## src/rtl/clkdiv_pkg.sv

```systemverilog
package clkdiv_pkg;
  localparam int CODE_W       = 6;
  localparam int HALF_W       = CODE_W + 1;
  localparam int MIN_CODE     = 3;
  localparam int MAX_CODE     = 32;
  localparam int MAX_ODD_CODE = 15;
  localparam int RESET_HALVES = 4;

  typedef struct packed {
    logic              commit;
    logic [HALF_W-1:0] halves;
  } divStrobe_t;
endpackage

```

## src/rtl/clkdiv_ctl.sv

```systemverilog
module clkdiv_ctl
  import clkdiv_pkg::*;
(
  input  logic              clk,
  input  logic              rstN,
  input  logic [CODE_W-1:0] ratioCode,
  input  logic              preHalve,
  input  logic              reload,
  input  logic              wrapSoon,
  output divStrobe_t        strobe,
  output logic              ratioDone
);
  logic              pendValid;
  logic [HALF_W-1:0] pendHalves;
  logic              codeLegal;
  logic [HALF_W-1:0] reqHalves;

  always_comb begin
    codeLegal = (ratioCode >= CODE_W'(MIN_CODE)) && (ratioCode <= CODE_W'(MAX_CODE)) &&
                (!ratioCode[0] || (ratioCode <= CODE_W'(MAX_ODD_CODE)));
    reqHalves = preHalve ? {ratioCode, 1'b0} : {1'b0, ratioCode};
  end

  assign strobe.commit = pendValid && wrapSoon;
  assign strobe.halves = pendHalves;

  always_ff @(posedge clk) begin
    if (!rstN) begin
      pendValid  <= 1'b0;
      pendHalves <= HALF_W'(RESET_HALVES);
      ratioDone  <= 1'b0;
    end else begin
      ratioDone <= strobe.commit;
      if (reload && codeLegal) begin
        pendValid  <= 1'b1;
        pendHalves <= reqHalves;
      end else if (strobe.commit) begin
        pendValid <= 1'b0;
      end
    end
  end
endmodule

```

## src/rtl/clkdiv_dp.sv

```systemverilog
module clkdiv_dp
  import clkdiv_pkg::*;
(
  input  logic              clk,
  input  logic              rstN,
  input  divStrobe_t        strobe,
  output logic              wrapSoon,
  output logic [HALF_W-1:0] activeHalves,
  output logic              clkOut
);
  localparam int SUM_W = HALF_W + 1;

  logic [HALF_W-1:0] phase;
  logic [HALF_W-1:0] highLen;
  logic [SUM_W-1:0]  phaseNext2;
  logic [SUM_W-1:0]  phaseNext1;
  logic [HALF_W-1:0] phaseAdv;
  logic [HALF_W-1:0] secondPos;
  logic              firstVal;
  logic              secondVal;
  logic              posQ;
  logic              negQ;
  logic              secondHalf;

  always_comb begin
    highLen    = activeHalves >> 1;
    phaseNext2 = SUM_W'(phase) + SUM_W'(2);
    phaseNext1 = SUM_W'(phase) + SUM_W'(1);
    wrapSoon   = (phaseNext2 == SUM_W'(activeHalves));
    phaseAdv   = (phaseNext2 >= SUM_W'(activeHalves)) ?
                 HALF_W'(phaseNext2 - SUM_W'(activeHalves)) : HALF_W'(phaseNext2);
    secondPos  = (phaseNext1 >= SUM_W'(activeHalves)) ?
                 HALF_W'(phaseNext1 - SUM_W'(activeHalves)) : HALF_W'(phaseNext1);
    firstVal   = phase < highLen;
    secondVal  = secondPos < highLen;
  end

  always_ff @(posedge clk) begin
    if (!rstN) begin
      phase        <= '0;
      activeHalves <= HALF_W'(RESET_HALVES);
      posQ         <= 1'b0;
      secondHalf   <= 1'b0;
    end else begin
      phase      <= strobe.commit ? '0 : phaseAdv;
      posQ       <= firstVal ^ negQ;
      secondHalf <= secondVal;
      if (strobe.commit) activeHalves <= strobe.halves;
    end
  end

  always_ff @(negedge clk) begin
    if (!rstN) negQ <= 1'b0;
    else       negQ <= secondHalf ^ posQ;
  end

  assign clkOut = posQ ^ negQ;
endmodule

```

## src/rtl/clkdiv_top.sv

```systemverilog
module clkdiv_top
  import clkdiv_pkg::*;
(
  input  logic       clk,
  input  logic       rstN,
  input  logic [5:0] ratioCode,
  input  logic       preHalve,
  input  logic       reload,
  output logic       clkOut,
  output logic       ratioDone
);
  divStrobe_t        strobe;
  logic              wrapSoon;
  logic [HALF_W-1:0] activeHalves;

  clkdiv_ctl u_ctl (
    .clk(clk), .rstN(rstN), .ratioCode(ratioCode), .preHalve(preHalve),
    .reload(reload), .wrapSoon(wrapSoon), .strobe(strobe), .ratioDone(ratioDone)
  );

  clkdiv_dp u_dp (
    .clk(clk), .rstN(rstN), .strobe(strobe), .wrapSoon(wrapSoon),
    .activeHalves(activeHalves), .clkOut(clkOut)
  );
endmodule

```

## config.mk

```make
export PLATFORM = sky130hd
export DESIGN_NAME = clkdiv_top
export DESIGN_NICKNAME = d
export VERILOG_FILES = /design/src/rtl/clkdiv_pkg.sv /design/src/rtl/clkdiv_ctl.sv /design/src/rtl/clkdiv_dp.sv /design/src/rtl/clkdiv_top.sv
export SDC_FILE = /design/constraint.sdc
export NUM_CORES = 1
export LEC_CHECK = 0
export ABC_CLOCK_PERIOD_IN_PS = 3540
export BUFFER_PORTS_ARGS = -buffer_cell sky130_fd_sc_hd__buf_2
export CORE_MARGIN = 2
export CORE_UTILIZATION = 30
export DETAILED_ROUTE_END_ITERATION = 6
export PLACE_DENSITY = 0.57
export SLEW_MARGIN = 30
export SYNTH_ARGS = -nofsm -noshare
export SYNTH_HDL_FRONTEND = slang
export SYNTH_HIERARCHICAL = 1
export SYNTH_SLANG_ARGS = --single-unit
```

## constraint.sdc

```tcl
create_clock -name clk -period 3.54 [get_ports clk]
set_input_delay 0.708 -clock clk [delete_from_list [all_inputs] [get_ports clk]]
set_output_delay 0.708 -clock clk [all_outputs]
set_load 0.01 [all_outputs]
```

==> summary.txt <==
Critical path
  – Reg2reg end: u_dp/secondHalf
  – Worst-path fanout max: 5
  – Worst Setup End Kind: flop
  – Worst path max stage delay: 380 ps
  – Crit path launch type: flop
  – CP dominant cell by count: ha_1
  – Worst R2R Path Depth: 15
  – Crit path max-delay cell type: dfxtp_4
  – Reg2Reg Setup Slack: 60 ps
  – Cells along the critical path: ha_4, and3_4, nand2_4, xnor2_2, ha_1, a21o_1, a221oi_4, o211ai_2, mux2_2, ha_1, nand3_1, a21oi_1, a2111oi_4, o21ai_1, nor4_2
  – Setup CP Type: flop to flop
  – Crit path arrival time: 3680 ps
  – CP Buf/Inv Count: 0
  – Required time worst endpoint: 3730 ps
  – Crit-path leading delay family: compound AO/OA/AOI/OAI gates
  – Reg-to-Reg Start: u_dp/phase[1]

Floorplanning
  – Starting Density: 31.32%
  – Ports: 12
  – Chip Height: 91.48 µm
  – Core area: 7331 µm²
  – DIE AREA: 8369 µm²
  – # rows: 31
  – Die Wd: 91.48 µm

Detailed routing
  – DR vias: 1976
  – DRT Wirelength: 5.323 mm
  – Vias per std cell: 5.015
  – Detail Route Antenna Nets: 0
  – TritonRoute pass-1 iters: 4
  – Routed length per placed instance: 13.51 µm
  – # DRC: 0
  – Initial DRC count: 29

STA
  – Fin crit period: 3484 ps
  – RSZ-0062 raised after global routing: yes
  – TNS Setup: 0 ps
  – Post-route setup slack: 55.89 ps
  – Fin. Hold Viols: 0
  – F_max: 287.0 MHz
  – Slew HR: 64.28%
  – Setup Skew: 60.71 ps
  – Fin. max-slew vios: 0
  – Slew at the pin closest to its max-slew limit: 532.5 ps
  – Setup violators final: 0
  – Final period util: 98.42%

Power and ir drop
  – Static Leak: 1.213 nW
  – Pwr/cell area: 817.0 nW/µm²
  – Maximum vdd drop: 0.2979 mV

Global route
  – Global-route wire length before repair: 9.349 mm
  – Most used routing layer: met2
  – Vias in the first global route: 2010
  – Largest net degree at the start of global routing: 16
  – Met3 Usage GRT: 1.743%
  – GR Overflow Total: 0
  – GR Layer Usage met2: 23.96%
  – Antenna violations before repair: 0
  – Met1 usage: 17.25%
  – Tot GR Track Use: 13.51%

Clocking
  – Clk pin slew, worst setup/hold paths: 90 ps
  – Clock buffer count from CTS: 3
  – Clock sink count: 26
  – Quantity of hold-fixing buffers added after cts: 0
  – TritonCTS clock tree: built
  – CTS Buffer Depth: 2
  – H-tree levels: 1
  – Root Driver: clkbuf_8
  – Clock latency on the worst-skew pair: 330 ps

Min path
  – Hold Crit Class: flop to flop
  – Hold-critical path depth: 2
  – Worst Hold End: u_ctl/pendHalves[6]
  – HP Start: u_ctl/pendHalves[6]

Logic synthesis
  – Syn avg cell area: 8.730 µm²
  – Asr flop ratio synth: 0%
  – Synth Register Bits: 26
  – Syn nets: 301
  – Post-synth EDFFs: 0
  – Top_reg_cell synth: dfxtp_1
  – Register area share after synthesis: 22.67%
  – Synth warn: 6
  – Yosys cell types: 57
  – Syn Std Cell Area: 2296 µm²
  – Synth Instances: 263

Outcome
  – Outcome: completed

Cells and area
  – P&R area growth vs syn: 20.27%
  – Diode count: 0
  – Layout cell share with drive strength beyond 1: 20.00%
  – Filler cell count: 753
  – Nets: 334

Placed design
  – Setup WS pre-CTS: -92.48 ps
  – Final HPWL DP: 4.247 mm
  – Buffers on Ports: 11
  – GP Congestion: 0.8049

Run
  – Max Cap Viol: 0
[final cells by class]
cell class                      count  area [µm²]  area share, %
Clock buffer                        3       41.29          1.495
Clock inverter                      2       33.78          1.223
Inverter                           14       52.55          1.903
Multi-Input combinational cell    219        1779          64.43
Sequential cell                    26       525.5          19.03
Tap cell                           99       123.9          4.486
Timing Repair Buffer               31       205.2          7.431
[worst reg2reg max path, stage by stage (launching register included)]
cell	delay, ps
dfxtp_4	380
ha_4	140
and3_4	200
nand2_4	50
xnor2_2	140
ha_1	340
a21o_1	200
a221oi_4	330
o211ai_2	200
mux2_2	320
ha_1	290
nand3_1	80
a21oi_1	70
a2111oi_4	300
o21ai_1	120
nor4_2	240
[cell usage in the layout (no fill, tap or decap), types with 4 or more instances in the layout]
cell and n:
nor2b_1 13, o211a_1 5, inv_1 14, a21o_1 6, a21oi_1 11, buf_2 11, dfxtp_1 24, xnor2_1 7
o211ai_1 6, nor2_1 19, ha_1 25, xor2_1 7, o21ai_0 7, o21ai_1 4, buf_4 20, mux2i_1 17
nand3_1 11, nand2_1 18
[repair_timing]
item                                    CTS  global route
gates resized for setup                   6            11
gates cloned                              1             0
pin swaps                                 3            13
buffers inserted                          0             1
endpoints found under the setup margin    1             1
[kinds of logic (layout without fill, tap and decap cells)]
group	after synthesis	in the layout	share of synthesized area, %
flops	26	26	22.67
compound gates	64	65	22.56
buf+inv	19	50	3.433
fa+ha+maj	28	28	15.91
simple gates	92	92	21.31
mux	19	19	8.392
xor+xnor	15	15	5.722
[worst max-delay path by stage]
stage	cells past startpoint	slack, ps	to	from
finish	15	60	u_dp/secondHalf	u_dp/phase[1]
global route	16	-190	u_dp/secondHalf	u_dp/phase[1]
CTS	15	6	u_dp/secondHalf	u_dp/phase[1]
detailed placement	15	-90	u_dp/secondHalf	u_dp/phase[1]
global placement	15	-10	u_dp/secondHalf	u_dp/phase[1]
floorplan	16	4	u_dp/secondHalf	u_dp/phase[1]
[flip-flops by register name (all words and copies together) (netlist names)]
name	flops
u_ctl/pendValid	1
u_dp/negQ	1
u_dp/secondHalf	1
u_dp/posQ	1
u_dp/phase	7
u_ctl/pendHalves	7
u_dp/activeHalves	7
u_ctl/ratioDone	1
[per-stage QoR]
stage                     cell area (µm²)  instances  total power [mW]  utilization (%)  hold slack (ps)
after global placement               2595        388             1.856            35.40            448.8
after detailed placement             2595        388             1.884            35.40            454.2
final                                2761        394             2.256            37.67            465.2
after CTS                            2703        393             2.196            36.87            467.3
after global routing                 2761        394             2.479            37.67            496.1
after floorplan                      2296        263             1.506                -            434.4
[routing by layer]
metal | vias up | routed length (µm)
met5 | - | 0
met4 | 0 | 55
met3 | 6 | 111
met2 | 28 | 2570
met1 | 911 | 2585
li1 | 1031 | -
[power breakdown]
part	total, mW	switching [mW]	internal [mW]
Combinational	1.61	0.844	0.770
Clock	0.252	0.0993	0.153
Sequential	0.391	0.0448	0.346
Total	2.26	0.988	1.27
[synth_stat cells (2+ instances only)]
master    number  share of area, %
nor3b_1        2              0.65
o211ai_1       5               1.6
a21o_1         6               2.0
xor2_1         7               2.7
inv_1         14               2.3
and3_1         5               1.4
mux2_2         2              0.98
nor3_1         3              0.65
nand3_1       12               2.6
or2_1          2              0.54
o21ai_1        2              0.44
fa_1           2               1.7
o31a_1         2              0.76
dfxtp_1       26                23
nand4_1        3              0.82
nor2_1        19               3.1
xnor2_1        8               3.1
clkbuf_1       2              0.33
a221oi_1       2              0.76
nand2_1       19               3.1
ha_1          26                14
mux2i_1       17               7.4
o211a_1        5               2.2
a31oi_1        2              0.54
o21ai_0        9               2.0
a21oi_1       11               2.4
nor2b_1       13               3.5
nand2b_1       2              0.54
and2_1         3              0.82
a211oi_1       2              0.65
o21a_1         3              0.98
o211ai_2       2               1.1
No activity file was read; power rests on OpenSTA's default activity.
